--- src/rtl/wdt_pkg.sv ---
package wdt_pkg;

  typedef enum logic [1:0] {
    SRC_SYS4  = 2'd0,
    SRC_RTC   = 2'd1,
    SRC_WOSC  = 2'd2,
    SRC_WOSC2 = 2'd3
  } wdt_src_e;

  typedef struct packed {
    logic      en;
    wdt_src_e  src;
    logic [1:0] range;
    logic      pair;
  } wdt_cfg_t;

  // Exponent of the prescaler wrap for a given range code.
  function automatic int unsigned wrap_exp(input int unsigned base, input logic [1:0] rng);
    return base + int'(rng);
  endfunction

  // Low-bits mask whose all-ones pattern marks a prescaler wrap.
  function automatic logic [31:0] wrap_mask(input int unsigned e);
    return (32'd1 << e) - 32'd1;
  endfunction

endpackage

--- src/rtl/wdt_tick_sel.sv ---
module wdt_tick_sel
  import wdt_pkg::*;
#(
  parameter int unsigned SYNC_STAGES = 2,
  parameter int unsigned SYS_DIV     = 4
) (
  input  logic     clk,
  input  logic     rst_n,
  input  logic     run,
  input  wdt_src_e src,
  input  logic     rtc_osc,
  input  logic     wosc_osc,
  output logic     tick
);
  localparam int unsigned DW   = (SYS_DIV > 1) ? $clog2(SYS_DIV) : 1;
  localparam int unsigned NOSC = 2;

  logic [NOSC-1:0] osc_raw;
  logic [NOSC-1:0] osc_edge;
  logic [DW-1:0]   divc;
  logic            sys_tick;

  assign osc_raw = {wosc_osc, rtc_osc};

  // One synchroniser plus rising-edge detector per oscillator.
  for (genvar g = 0; g < NOSC; g++) begin : g_sync
    logic [SYNC_STAGES-1:0] sh;
    logic                   last;
    always_ff @(posedge clk) begin
      if (!rst_n) begin
        sh   <= '0;
        last <= 1'b0;
      end else begin
        sh   <= {sh[SYNC_STAGES-2:0], osc_raw[g]};
        last <= sh[SYNC_STAGES-1];
      end
    end
    assign osc_edge[g] = sh[SYNC_STAGES-1] & ~last;
  end

  always_ff @(posedge clk) begin
    if (!rst_n)   divc <= '0;
    else if (run) divc <= (divc == DW'(SYS_DIV - 1)) ? '0 : divc + 1'b1;
  end
  assign sys_tick = run && (divc == DW'(SYS_DIV - 1));

  always_comb begin
    unique case (src)
      SRC_SYS4: tick = sys_tick;
      SRC_RTC:  tick = run && osc_edge[0];
      default:  tick = run && osc_edge[1];
    endcase
  end

  // a tick never lasts longer than one cycle.
  a_r10_tick_isolated: assert property (@(posedge clk) disable iff (!rst_n)
    tick |=> !tick);

endmodule

--- src/rtl/wdt_clear_ctl.sv ---
module wdt_clear_ctl (
  input  logic clk,
  input  logic rst_n,
  input  logic pair_mode,
  input  logic clr_single,
  input  logic clr_pair_a,
  input  logic clr_pair_b,
  output logic clr_now,
  output logic pend_a,
  output logic pend_b
);
  logic seen_a, seen_b, both;

  assign seen_a = pend_a | clr_pair_a;
  assign seen_b = pend_b | clr_pair_b;
  assign both   = seen_a & seen_b;

  // the strobes that count depend on the captured mode.
  assign clr_now = pair_mode ? both : clr_single;

  always_ff @(posedge clk) begin
    if (!rst_n) begin
      pend_a <= 1'b0;
      pend_b <= 1'b0;
    end else if (!pair_mode || both) begin
      pend_a <= 1'b0;
      pend_b <= 1'b0;
    end else begin
      pend_a <= seen_a;
      pend_b <= seen_b;
    end
  end

  // once both halves are seen, they are consumed at once.
  a_r5_flags_never_both: assert property (@(posedge clk) disable iff (!rst_n)
    !(pend_a && pend_b));

  // single mode keeps no paired state.
  a_r6_no_flags_single: assert property (@(posedge clk) disable iff (!rst_n)
    !pair_mode |=> (!pend_a && !pend_b));

endmodule

--- src/rtl/wdt_counter.sv ---
module wdt_counter
  import wdt_pkg::*;
#(
  parameter int unsigned BASE_EXP = 12,
  parameter int unsigned NRANGE   = 4
) (
  input  logic       clk,
  input  logic       rst_n,
  input  logic       tick,
  input  logic [1:0] range,
  input  logic       clr,
  output logic       stage,
  output logic       carry,
  output logic       timeout
);
  localparam int unsigned PW = BASE_EXP + NRANGE - 1;

  logic [PW-1:0] pre;
  logic [PW-1:0] mask;
  logic          fire;

  assign mask  = PW'(wrap_mask(wrap_exp(BASE_EXP, range)));
  assign carry = tick && ((pre & mask) == mask);
  assign fire  = carry && stage && !clr;

  // Free-running prescaler; only a global reset clears it.
  always_ff @(posedge clk) begin
    if (!rst_n)    pre <= '0;
    else if (tick) pre <= pre + 1'b1;
  end

  // One-bit stage: the only part a clear restarts.
  always_ff @(posedge clk) begin
    if (!rst_n)     stage <= 1'b0;
    else if (clr)   stage <= 1'b0;
    else if (carry) stage <= ~stage;
  end

  always_ff @(posedge clk) begin
    if (!rst_n) timeout <= 1'b0;
    else        timeout <= fire;
  end

  // a clear always leaves the stage empty.
  a_r4_clear_drops_stage: assert property (@(posedge clk) disable iff (!rst_n)
    clr |=> !stage);

  // the time-out request is one cycle wide.
  a_r7_pulse_one_cycle: assert property (@(posedge clk) disable iff (!rst_n)
    timeout |=> !timeout);

  // a time-out is only ever the second wrap after a restart.
  a_r3_needs_stage: assert property (@(posedge clk) disable iff (!rst_n)
    timeout |-> !stage);

endmodule

--- src/rtl/wdt_core.sv ---
module wdt_core
  import wdt_pkg::*;
#(
  parameter int unsigned BASE_EXP    = 12,
  parameter int unsigned SYNC_STAGES = 2,
  parameter int unsigned SYS_DIV     = 4
) (
  input  logic       clk,
  input  logic       rst_n,
  input  logic       cfg_en,
  input  logic [1:0] cfg_src,
  input  logic [1:0] cfg_range,
  input  logic       cfg_pair,
  input  logic       rtc_osc,
  input  logic       wosc_osc,
  input  logic       clr_single,
  input  logic       clr_pair_a,
  input  logic       clr_pair_b,
  output logic       wdt_rst
);
  wdt_cfg_t cfg_q;
  logic     tick, clr_now, pend_a, pend_b, stage, carry, timeout;

  // options are captured only while the global reset is held.
  always_ff @(posedge clk) begin
    if (!rst_n) cfg_q <= '{en: cfg_en, src: wdt_src_e'(cfg_src),
                           range: cfg_range, pair: cfg_pair};
  end

  wdt_tick_sel #(.SYNC_STAGES(SYNC_STAGES), .SYS_DIV(SYS_DIV)) u_tick (
    .clk(clk), .rst_n(rst_n), .run(cfg_q.en), .src(cfg_q.src),
    .rtc_osc(rtc_osc), .wosc_osc(wosc_osc), .tick(tick)
  );

  wdt_clear_ctl u_clr (
    .clk(clk), .rst_n(rst_n), .pair_mode(cfg_q.pair),
    .clr_single(clr_single), .clr_pair_a(clr_pair_a), .clr_pair_b(clr_pair_b),
    .clr_now(clr_now), .pend_a(pend_a), .pend_b(pend_b)
  );

  wdt_counter #(.BASE_EXP(BASE_EXP)) u_cnt (
    .clk(clk), .rst_n(rst_n), .tick(tick), .range(cfg_q.range),
    .clr(clr_now), .stage(stage), .carry(carry), .timeout(timeout)
  );

  assign wdt_rst = timeout;

  // a disabled watchdog never requests reset.
  a_r1_off_silent: assert property (@(posedge clk) disable iff (!rst_n)
    !cfg_q.en |-> !wdt_rst);

  // captured options hold still while running.
  a_r8_cfg_held: assert property (@(posedge clk) disable iff (!rst_n)
    1'b1 |=> $stable(cfg_q));

  // no wrap activity at all without enable.
  a_r1_no_carry_off: assert property (@(posedge clk) disable iff (!rst_n)
    !cfg_q.en |-> !carry);

endmodule

--- config.mk ---
export PLATFORM = sky130hd
export DESIGN_NAME = wdt_core
export DESIGN_NICKNAME = d
export VERILOG_FILES = /design/src/rtl/wdt_pkg.sv /design/src/rtl/wdt_tick_sel.sv /design/src/rtl/wdt_clear_ctl.sv /design/src/rtl/wdt_counter.sv /design/src/rtl/wdt_core.sv
export SDC_FILE = /design/constraint.sdc
export NUM_CORES = 1
export LEC_CHECK = 0
export BUFFER_PORTS_ARGS = -buffer_cell sky130_fd_sc_hd__buf_2
export CORE_MARGIN = 10
export CORE_UTILIZATION = 45
export DETAILED_ROUTE_END_ITERATION = 10
export PLACE_DENSITY = 0.61
export REMOVE_ABC_BUFFERS = 1
export SETUP_SLACK_MARGIN = 0.2
export SYNTH_ARGS = -nofsm -noshare
export SYNTH_HDL_FRONTEND = slang
export SYNTH_SLANG_ARGS = --single-unit
--- constraint.sdc ---
create_clock -name clk -period 1.8 [get_ports clk]
set_input_delay 0.27 -clock clk [delete_from_list [all_inputs] [get_ports clk]]
set_output_delay 0.27 -clock clk [all_outputs]
set_load 0.02 [all_outputs]
# Word level (Yosys, flattened, before mapping)
# Cells that the tools add are included.
[word_totals] out_inout_bits=1 reg_bits=33 word_cells=47
[classes] eq_ne=3 reduce_logical=12 add_sub_neg=4 bitwise_logic=10 n_mux=3 shift=1
[op_table] cell="1-bit by 32-bit left shift with 15-bit output, first input constant" count=1
[op_table] cell="15-bit by 1-bit adder with 15-bit output, second input constant" count=1
[op_table] cell="15-bit AND" count=1
[op_table] cell="15-bit == test" count=1
[op_table] cell="15-bit by 1-bit subtractor with 15-bit output, second input constant" count=1
[op_table] cell="1-bit logical AND" count=6
[op_table] cell="4-bit by 2-bit adder with 5-bit output, first input constant" count=1
[op_table] cell="1-bit inverter" count=4
[op_table] cell="2-bit OR reduction" count=2
[op_table] cell="1-bit AND" count=3
[op_table] cell="2-bit by 1-bit adder with 2-bit output, second input constant" count=1
[op_table] cell="2-bit by 1-bit == test with 1-bit output, second input constant" count=1
[op_table] cell="2-bit == test, second input constant" count=1
[op_table] cell="1-bit zero test" count=2
[op_table] cell="2-bit zero test" count=1
[op_table] cell="2-bit two-way mux" count=1
[op_table] cell="1-bit OR" count=2
[op_table] cell="1-bit one-hot mux with 2 select lines" count=1
[op_table] cell="1-bit logical OR" count=1
[op_table] cell="1-bit two-way mux" count=1

# Logic depth before layout (Yosys ltp)
# Gate-level depths: netlist of the first run.
[depth] depth_word=8 depth_mapped=7 depth_no_buf=6

# Modules after synthesis
# Synthesis of the first run repeated with hierarchy kept, for this count alone.
[unflattened] cells_unflattened=126 area_unflattened_um2=1373.8
[by_module_without_submodules] mod="wdt_counter" seq_area_each_um2=340.3 area_per_inst_um2=825.8 instances=1 cells_each=84
[by_module_without_submodules] mod="wdt_tick_sel" seq_area_each_um2=160.2 area_per_inst_um2=282.8 instances=1 cells_each=25
[by_module_without_submodules] mod="wdt_core" seq_area_each_um2=180.2 area_per_inst_um2=183.9 instances=1 cells_each=7
[by_module_without_submodules] mod="wdt_clear_ctl" seq_area_each_um2=40.0 area_per_inst_um2=81.3 instances=1 cells_each=10

# Least setup slack after synthesis of the first run
# No wires, ideal clock.
[synth_timing] kind="register to register" startpoint="register u_tick.divc[0]" endpoint="register u_cnt.pre[3]" period_less_slack_ns=1.617 slack_ns=0.183 arrival_ns=1.500 n_path_buf=1 required_ns=1.683 path_stages_with_launch=8 path_cell_list="dfxtp_1 -> ha_1 -> nor2b_2 -> a311oi_4 -> buf_6 -> nor3_1 -> xnor2_1 -> nor2_1"
[synth_via] elab_chain_cells=3
[synth_rtl] item="start, declared" line_no="wdt_tick_sel.sv:20" source="logic [DW-1:0] divc;"
[synth_rtl] item="start signal, assigned" line_no="wdt_tick_sel.sv:43" source="else if (run) divc <= (divc == DW'(SYS_DIV - 1)) ? '0 : divc + 1'b1;"
[synth_rtl] item="2-bit == test" line_no="wdt_tick_sel.sv:45" source="assign sys_tick = run && (divc == DW'(SYS_DIV - 1));"
[synth_rtl] item="1-bit logical AND" line_no="wdt_tick_sel.sv:45"
[synth_rtl] item="1-bit one-hot mux with 2 select lines" line_no="wdt_tick_sel.sv:48" source="unique case (src)"
[synth_rtl] item="end signal, assigned" line_no="wdt_counter.sv:29" source="else if (tick) pre <= pre + 1'b1;"
[synth_rtl] item="end, declared" line_no="wdt_counter.sv:18" source="logic [PW-1:0] pre;"
# Every way passes these cells.
# A chain may end at the register's enable or synchronous reset.

# Worst setup path in the final report of the first run
[layout_timing] startpoint="register u_tick.divc[1]" endpoint="register u_cnt.pre[11]"
# The elaborated chain is that of the path after synthesis.

==> flow_summary.ini, run 1 <==
[run_status]
run_status = complete, no violations

[setup_path]
rr_endpoint = u_cnt.pre[11]
reg2reg_depth = 7
critPathRequiredTime_ns = 2.01
endpoint_kind = register
path_max_fanout = 7
r2r_slack_ns = 0.24
setup.worst_path.start = u_tick.divc[1]
crit_path_end = u_cnt.pre[11]
worstPathArrival_ns = 1.77
r2r-start = u_tick.divc[1]
critical_path_class = register to register
startpoint_type = register

[placement]
dp.cells = 190
dp_hpwl_mm = 1.72
place_congestion = 0.755
port_buffers = 13

[die]
core_area_um2 = 3050
io_pins = 14
initial_core_util_pct = 47.3
fp.dieW_um = 76.7
die_y_um = 76.7
row_count = 20
dieArea_um2 = 5880

[grt]
grt_pass1_wl_mm = 4.31
antenna_found_initial = 0
groute.usage.overall_pct = 8.91
gr-total-overflow = 0
grt_start_max_net_pins = 24
grt_pass1_vias = 945

[detailed_routing]
routedWlPerCell_um = 12.3
wl_mm = 2.44
drt-initial-drc-count = 49
via_count = 958
post_drt_via_cell_ratio = 4.81
ant_nets = 0
dr.pass1.iters = 4
drc_errors = 0

[pwr]
switching_share_pct = 23.5
p_clk_share_pct = 31.1
irDropWorstVdd_uv = 337
p_leak_nw = 0.611
p_per_area_nw_per_um2 = 786
power.switching_w = 0.000317
seq_power_share_pct = 59.3
comb_power_share_pct = 9.7
p_int_w = 0.00103

[synth]
synth_area_um2 = 1450
synth_top_area_share_pct = 37.4
synthTopCellsByCount = dfxtp_1, nor2_1, xnor2_1
synth_seq_cells = 33
netlist_instances = 134
synth-edff-count = 6
synth_most_common_cell = dfxtp_1
yosysUniqueCellTypes = 36
synthTopCellsByArea = dfxtp_1, edfxtp_1, xnor2_1
synth_warnings = 0
synth_top_area_cell = dfxtp_1
async_flop_share_pct = 0
ys_seq_area_share_pct = 49.9
synth-main-ff-cell = dfxtp_1
synth_area_per_cell_um2 = 10.8

[clock_tree]
cts_max_level = 2
path_clk_slew_ns = 0.09
cts_hold_buf = 0
cts_root_buf = clkbuf_4
cts_tree = built
postCtsSetupBuffers = 0
cts.sinks = 33
numCtsBuffers = 5
clk_latency_ns = 0.33
cts_max_path_buffers = 2

[layout]
diodes = 0
layoutNonFillerInstCount = 199
nets = 169
drive_gt1_share_pct = 31.0
utilization_pct = 56.3
syn_to_final_growth_pct = 18.9

[timing]
skew_ns = 0.00690
period_minus_slack_ns = 1.56
setup_violations = 0
worst_pin_slew_ns = 0.414
maxSlewHeadroom_pct = 72.3
finalCritPeriodShare_pct = 86.5
slew_viol_final = 0
rsz0062_at_grt = true
finalHoldViolCount = 0
max_freq_mhz = 642

[worst_hold_path]
hp-class = primary input to register

[run]
maxCapViolations = 0
## worst max-delay path: stages, from the launching register on
cell,delay (ns)
dfxtp_2,0.35
ha_4,0.15
nor2b_4,0.12
a311oi_4,0.31
clkbuf_16,0.24
nor4_4,0.04
xnor2_1,0.16
nor2_1,0.06
## cell families (layout without fill, tap and decap cells)
family,count (synthesis),in the layout,synth area share [%]
xor gates and xnor gates,14,14,8.49
buffers and inverters,10,31,4.24
DFF,33,33,49.9
adders and majority gates,2,2,1.73
and+or+nand+nor,63,63,28.4
muxes,2,2,1.39
AOI/OAI and AO/OA,10,10,5.89
## state kept, by name, indices dropped and copies added, names as in the netlist
signal	cells
cfg_q	6
u_cnt.pre	15
u_clr.pend_a	1
u_tick.divc	2
u_clr.pend_b	1
u_cnt.timeout	1
u_tick.g_sync.sh	4
u_tick.g_sync.last	2
u_cnt.stage	1
## cell type report
type                       count  area [um^2]
clock buffer                   8         58.8
fill                         281         1340
inverter                       6         22.5
multi-input combinational     91          733
sequential                    33          723
tap                           44         55.1
timing repair buffer          17          125
## cell usage in the layout (no fill, tap or decap), types with 2 or more instances in the layout
| cell type | netlist | final |
|---|---|---|
| a21oi_1 | 2 | 2 |
| and2_1 | 6 | 6 |
| buf_2 | 1 | 13 |
| buf_4 | 0 | 2 |
| clkbuf_1 | 0 | 2 |
| clkbuf_4 | 0 | 5 |
| dfxtp_1 | 27 | 25 |
| dfxtp_2 | 0 | 2 |
| edfxtp_1 | 6 | 6 |
| inv_1 | 5 | 5 |
| mux2i_1 | 2 | 2 |
| nand2_1 | 6 | 6 |
| nand3_1 | 4 | 4 |
| nor2_1 | 24 | 24 |
| nor3_1 | 2 | 2 |
| nor4_2 | 5 | 4 |
| nor4_4 | 1 | 3 |
| o21ai_1 | 2 | 2 |
| xnor2_1 | 14 | 14 |
## through the flow
step           setup TNS (ns)  instance area [um^2]  power (W)  hold WS [ns]  setup WS (ns)
2_1_floorplan         -0.0728                  1410   0.000876         0.369        -0.0578
3_3_place_gp                0                  1560   0.000918         0.416          0.210
3_5_place_dp                0                  1560   0.000923         0.431          0.159
4_1_cts                     0                  1630    0.00135        0.0980          0.147
5_1_grt                     0                  1720    0.00143        0.0842          0.175
6_report                    0                  1720    0.00135         0.111          0.243
## metal layers
metal,vias up,GRT usage [%],routed length [um]
li1,499,-,-
met1,441,9.37,1100
met2,12,15.2,1210
met3,6,3.61,94
met4,0,4.09,39
met5,-,0,0
## worst min path at each step
stage          cells past startpoint                      to              startpoint
2_1_floorplan                      0                cfg_q[0]                cfg_pair
3_3_place_gp                       1  u_tick.g_sync[1].sh[1]  u_tick.g_sync[1].sh[0]
3_5_place_dp                       1  u_tick.g_sync[0].sh[1]  u_tick.g_sync[0].sh[0]
4_1_cts                            1                cfg_q[5]                  cfg_en
5_1_grt                            1                cfg_q[4]              cfg_src[1]
6_report                           1                cfg_q[3]              cfg_src[0]
## repair_timing
action / in CTS / in global routing
cloned: 0 / 1
setup endpoints to repair: 4 / 16
pin swaps: 0 / 7
gates resized for setup: 1 / 13
## power groups by stage
stage	Sequential, W	Clock, W	Combinational (W)
finish	0.000801	0.000420	0.000130
global route	0.000805	0.000487	0.000143
CTS	0.000798	0.000441	0.000109
detailed placement	0.000815	0	0.000108
global placement	0.000813	0	0.000105
floorplan	0.000810	0	0.0000662
Power figures use the tool's default switching activity.
==> inputs of run 2 (changes only) <==
--- a/config.mk
+++ b/config.mk
@@ -5,6 +5,7 @@
 export SDC_FILE = /design/constraint.sdc
 export NUM_CORES = 1
 export LEC_CHECK = 0
+export ABC_AREA = 1
 export BUFFER_PORTS_ARGS = -buffer_cell sky130_fd_sc_hd__buf_2
 export CORE_MARGIN = 10
 export CORE_UTILIZATION = 45
==> flow_summary.ini, run 2 <==
[run_status]
run_status = complete, no violations

[pwr]
irDropWorstVdd_uv = 458
p_clk_share_pct = 32.6
p_int_w = 0.00101
seq_power_share_pct = 60.2
p_per_area_nw_per_um2 = 791
power.switching_w = 0.000311
switching_share_pct = 23.6
comb_power_share_pct = 7.2
report.power.total_w = 0.00132
p_leak_nw = 0.796

[die]
row_count = 20
core_area_um2 = 3100
io_pins = 14
dieArea_um2 = 6020
fp.dieW_um = 77.6
die_y_um = 77.6
initial_core_util_pct = 48.1

[grt]
grt_pass1_vias = 1202
antenna_found_initial = 0
gr-total-overflow = 0
grt_start_max_net_pins = 23
groute.usage.overall_pct = 10.0
grt_pass1_wl_mm = 4.91

[setup_path]
critPathRequiredTime_ns = 2.03
endpoint_kind = register
startpoint_type = register
worstPathArrival_ns = 1.64
critical_path_class = register to register
path_max_fanout = 7

[layout]
final_cell_mix = nand2_1, inv_1, nor2_1, dfxtp_1, buf_2
largest_reg_flops = 15
final_common_cell = nand2_1
largestRegisters = u_cnt.pre x15, cfg_q x6, u_tick.g_sync.sh x4
utilization_pct = 53.8
drive_gt1_share_pct = 15.1
regMostFlops = u_cnt.pre
syn_to_final_growth_pct = 11.8
n_fill_cell = 327
nets = 233
diodes = 0

[clock_tree]
cts_max_level = 2
clk_latency_ns = 0.34
postCtsSetupBuffers = 0
cts_root_buf = clkbuf_4
cts.sinks = 33
numCtsBuffers = 5
path_clk_slew_ns = 0.11
cts_max_path_buffers = 2
cts_tree = built

[synth]
synth_area_per_cell_um2 = 7.46
synthTopCellsByCount = nand2_1, inv_1, dfxtp_1, nor2_1, nand3_1
synth_warnings = 0
synth_top_area_share_pct = 36.2
synth_most_common_cell = nand2_1
netlist_instances = 200
synth_area_um2 = 1490
yosysUniqueCellTypes = 24
synth-edff-count = 6
ys_seq_area_share_pct = 48.3
synth-main-ff-cell = dfxtp_1
synthTopCellsByArea = dfxtp_1, nand2_1, edfxtp_1
synth_top_area_cell = dfxtp_1
synth_seq_cells = 33
async_flop_share_pct = 0

[timing]
setup_ws_ns = 0.395
maxSlewHeadroom_pct = 78.3
max_freq_mhz = 712
finalHoldViolCount = 0
skew_ns = 0.0167
worst_pin_slew_ns = 0.325
finalCritPeriodShare_pct = 78.0
rsz0062_at_grt = false
slew_viol_final = 0
setup_violations = 0
tns_ns = 0
period_minus_slack_ns = 1.40

[detailed_routing]
via_count = 1209
wl_mm = 2.70
drc_errors = 0
dr.pass1.iters = 4
drt-initial-drc-count = 54
ant_nets = 0
routedWlPerCell_um = 10.3
post_drt_via_cell_ratio = 4.60

[worst_hold_path]
hp-class = primary input to register

[placement]
dp_slack_ns = 0.283
place_congestion = 0.745
port_buffers = 13
dp_hpwl_mm = 2.00

[run]
maxCapViolations = 0
[run 2: cell types whose count changed after synthesis, moves of 3 or more]
cell / delta
a21oi_1: +9
and2_1: -6
buf_6: -3
inv_1: +28
nand2_1: +43
nand3_1: +8
nor2_1: +3
nor2_2: +3
nor4_2: -5
o21ai_0: +8
xnor2_1: -14
[run 2: cell families (layout without fill, tap and decap cells)]
logic type | Yosys count | after routing | synth area share [%]
and+or+nand+nor | 105 | 105 | 32.6
DFF | 33 | 33 | 48.3
buffers and inverters | 38 | 57 | 9.82
AOI/OAI and AO/OA | 22 | 22 | 7.63
adders and majority gates | 2 | 2 | 1.68
[run 2: power by group through the flow]
stage / Combinational (W) / Sequential, W / Clock (W)
2_1_floorplan: 0.0000617 / 0.000808 / 0
3_3_place_gp: 0.0000902 / 0.000810 / 0
3_5_place_dp: 0.0000938 / 0.000812 / 0
4_1_cts: 0.0000939 / 0.000795 / 0.000453
5_1_grt: 0.000111 / 0.000798 / 0.000492
6_report: 0.0000946 / 0.000795 / 0.000430
[run 2: repair_timing]
item | CTS | global route
resized for setup | 0 | 1
endpoints found under the setup margin | 0 | 2
hold buffers | 0 | 0
[run 2: path summary, 6_finish.rpt]
path,startpoint,endpoint,slack [ns],cells after the start
min,cfg_range[1],cfg_q[2],0.09,1
max reg2reg,u_cnt.pre[0],u_cnt.stage,0.40,8
max,u_cnt.pre[0],u_cnt.stage,0.40,8
min reg2reg,u_tick.g_sync[1].sh[0],u_tick.g_sync[1].sh[1],0.42,2
[run 2: stage by stage]
step	cells	hold slack, ns	area [um^2]
after floorplan	197	0.363	1480
after global placement	255	0.397	1600
after detailed placement	255	0.408	1600
after CTS	263	0.0688	1660
after global routing	263	0.0785	1670
final	263	0.0931	1670
[run 2: layout make-up]
cell class | count | area [um^2] | area share [%]
Tap cell | 44 | 55.1 | 3.30
Inverter | 35 | 131 | 7.88
Clock buffer | 8 | 58.8 | 3.53
Multi-Input combinational cell | 129 | 629 | 37.7
Timing Repair Buffer | 14 | 72.6 | 4.35
Sequential cell | 33 | 721 | 43.2
[run 2: worst max-delay path, cell delays in order, from the launching register on]
cell	delay, ns
dfxtp_1	0.37
ha_1	0.22
nand2_2	0.09
nor2_4	0.16
nand2_4	0.09
nor2_8	0.16
nand3_1	0.11
nand2_1	0.07
nor2_1	0.03
[run 2: metal layers]
layer | up-vias | global-route usage, % | wire length, um
met3 | 7 | 4.15 | 126
met4 | 0 | 5.47 | 65
met1 | 533 | 10.3 | 1190
met2 | 15 | 17.1 | 1320
met5 | - | 0 | 0
li1 | 654 | - | -
==> inputs of run 3 (changes only) <==
--- a/config.mk
+++ b/config.mk
@@ -5,12 +5,12 @@
 export SDC_FILE = /design/constraint.sdc
 export NUM_CORES = 1
 export LEC_CHECK = 0
-export ABC_AREA = 1
+export ABC_AREA = 0
 export BUFFER_PORTS_ARGS = -buffer_cell sky130_fd_sc_hd__buf_2
 export CORE_MARGIN = 10
 export CORE_UTILIZATION = 45
 export DETAILED_ROUTE_END_ITERATION = 10
-export PLACE_DENSITY = 0.61
+export PLACE_DENSITY = 0.64
 export REMOVE_ABC_BUFFERS = 1
 export SETUP_SLACK_MARGIN = 0.2
 export SYNTH_ARGS = -nofsm -noshare
==> constraint.sdc (replaced) <==
create_clock -name clk -period 1.15 [get_ports clk]
set_input_delay 0.1725 -clock clk [delete_from_list [all_inputs] [get_ports clk]]
set_output_delay 0.1725 -clock clk [all_outputs]
set_load 0.02 [all_outputs]
==> flow_summary.ini, run 3 (same netlist as run 1, synthesis figures left out) <==
[grt]
groute.usage.overall_pct = 10.8
antenna_found_initial = 0
grt_pass1_vias = 1201
grt_start_max_net_pins = 24
grt_pass1_wl_mm = 5.23
gr-total-overflow = 0

[die]
fp.dieW_um = 76.7
row_count = 20
initial_core_util_pct = 47.3
dieArea_um2 = 5880
io_pins = 14
die_y_um = 76.7
core_area_um2 = 3050

[run]
maxCapViolations = 0

[placement]
dp.cells = 211
port_buffers = 13
place_congestion = 0.736
dp_slack_ns = -0.535
dpl-instance-area_um2 = 1730
dp_hpwl_mm = 2.12

[detailed_routing]
ant_nets = 0
wl_mm = 3.22
via_count = 1120
drc_errors = 0
post_drt_via_cell_ratio = 4.93
drt-initial-drc-count = 33
dr.pass1.iters = 4
routedWlPerCell_um = 14.2

[clock_tree]
cts.sinks = 33
path_clk_slew_ns = 0.09
cts_max_level = 2
cts_max_path_buffers = 2
cts_root_buf = clkbuf_4
numCtsBuffers = 5
clk_latency_ns = 0.33
cts_tree = built

[setup_path]
path_buf_inv = 2
r2r-start = u_tick.divc[1]
r2r_slack_ns = -0.53
critical_path_class = register to register
endpoint_kind = register
cpPeakStageDelay_ns = 0.37
reg2reg_depth = 8
slowest_stage = dfxtp_4
path_delay_family = compound AO/OA/AOI/OAI gates
path_cells = ha_4 > nor2b_4 > a311oi_4 > buf_4 > buf_12 > nor3_4 > a211o_1 > o21ai_1
rr_endpoint = u_cnt.stage
critPathRequiredTime_ns = 1.41
path_max_fanout = 8
startpoint_type = register
worstPathArrival_ns = 1.94

[layout]
final_cell_mix = nor2_1, buf_4, dfxtp_1, xnor2_1, buf_2
layoutNonFillerInstCount = 227
diodes = 0
drive_gt1_share_pct = 45.4
regMostFlops = u_cnt.pre
syn_to_final_growth_pct = 41.0
n_fill_cell = 225
final_design_area_no_fill_um2 = 2040
largest_reg_flops = 15
nets = 198
largestRegisters = u_cnt.pre x15, cfg_q x6, u_tick.g_sync.sh x4

[timing]
finalCritPeriodShare_pct = 146
setup_ws_ns = -0.533
finalHoldViolCount = 0
period_minus_slack_ns = 1.68
skew_ns = 0.00987
max_freq_mhz = 594
maxSlewHeadroom_pct = 82.3
setup_violations = 17
worst_pin_slew_ns = 0.265
slew_viol_final = 0
rsz0062_at_grt = true

[pwr]
switching_share_pct = 25.3
p_int_w = 0.00161
power.switching_w = 0.000545
seq_power_share_pct = 58.0
p_leak_nw = 0.791
report.power.total_w = 0.00216
p_clk_share_pct = 27.0
p_per_area_nw_per_um2 = 1060
comb_power_share_pct = 15.0
irDropWorstVdd_uv = 490

[run_status]
run_status = finished, violations left
violations = negative setup slack

[worst_hold_path]
holdCritStartpoint = cfg_src[1]
hold_end = cfg_q[4]
hp-class = primary input to register
holdPathStages = 1
run 3: per-stage QoR:
stage               hold slack, ns  setup TNS (ns)  utilization (%)
global placement             0.350           -5.89             56.7
floorplan                    0.271          -10.72                -
finish                      0.0220           -7.83             66.8
global route               0.00181           -8.86             66.8
CTS                         0.0109           -6.12             63.2
detailed placement           0.351           -7.35             56.7
run 3: area by class of cell:
cell class              instances  area, um^2  area share (%)
flip-flops and latches         33         734            36.0
clock inverters                 1        3.75           0.184
well taps                      44        55.1            2.70
clock buffers                   6        41.3            2.03
repair buffers                 46         387            19.0
multi-input cells              91         795            39.0
inverters                       6        22.5            1.10
run 3: power by group through the flow:
| stage | registers (W) | clock network, W | logic [W] |
|---|---|---|---|
| floorplan | 0.00127 | 0 | 0.000104 |
| global placement | 0.00126 | 0 | 0.000215 |
| detailed placement | 0.00127 | 0 | 0.000226 |
| CTS | 0.00125 | 0.000595 | 0.000281 |
| global route | 0.00126 | 0.000665 | 0.000347 |
| finish | 0.00125 | 0.000582 | 0.000323 |
run 3: worst register-to-register path: stages (launching register included):
cell      delay (ns)
dfxtp_4         0.37
ha_4            0.16
nor2b_4         0.13
a311oi_4        0.28
buf_4           0.17
buf_12          0.13
nor3_4          0.05
a211o_1         0.25
o21ai_1         0.07
run 3: what timing repair did:
item                                    4_1_cts  5_1_grt
endpoints found under the setup margin       18       20
resized for setup                            27       11
endpoints found under the hold margin         0        3
pin swaps                                    22       14
setup buffers                                 2        3
hold buffers                                  0        3
cloned                                        1        0
run 3: worst max path at each step:
stage | from | to | slack [ns] | depth (start not counted)
2_1_floorplan | u_tick.divc[0] | u_cnt.stage | -0.71 | 6
3_3_place_gp | u_tick.divc[0] | u_cnt.stage | -0.42 | 7
3_5_place_dp | u_tick.divc[1] | u_cnt.pre[4] | -0.53 | 7
4_1_cts | u_tick.divc[0] | u_cnt.pre[14] | -0.45 | 8
5_1_grt | u_tick.divc[1] | u_cnt.stage | -0.57 | 8
6_report | u_tick.divc[1] | u_cnt.stage | -0.53 | 8
run 3: metal layers:
| layer | part of all wire, % | global-route usage (%) | vias up |
|---|---|---|---|
| met2 | 53 | 19.9 | 24 |
| met3 | 3.7 | 3.96 | 11 |
| li1 | - | - | 562 |
| met4 | 3.0 | 5.02 | 0 |
| met1 | 40 | 10.4 | 523 |
| met5 | 0 | 0 | - |
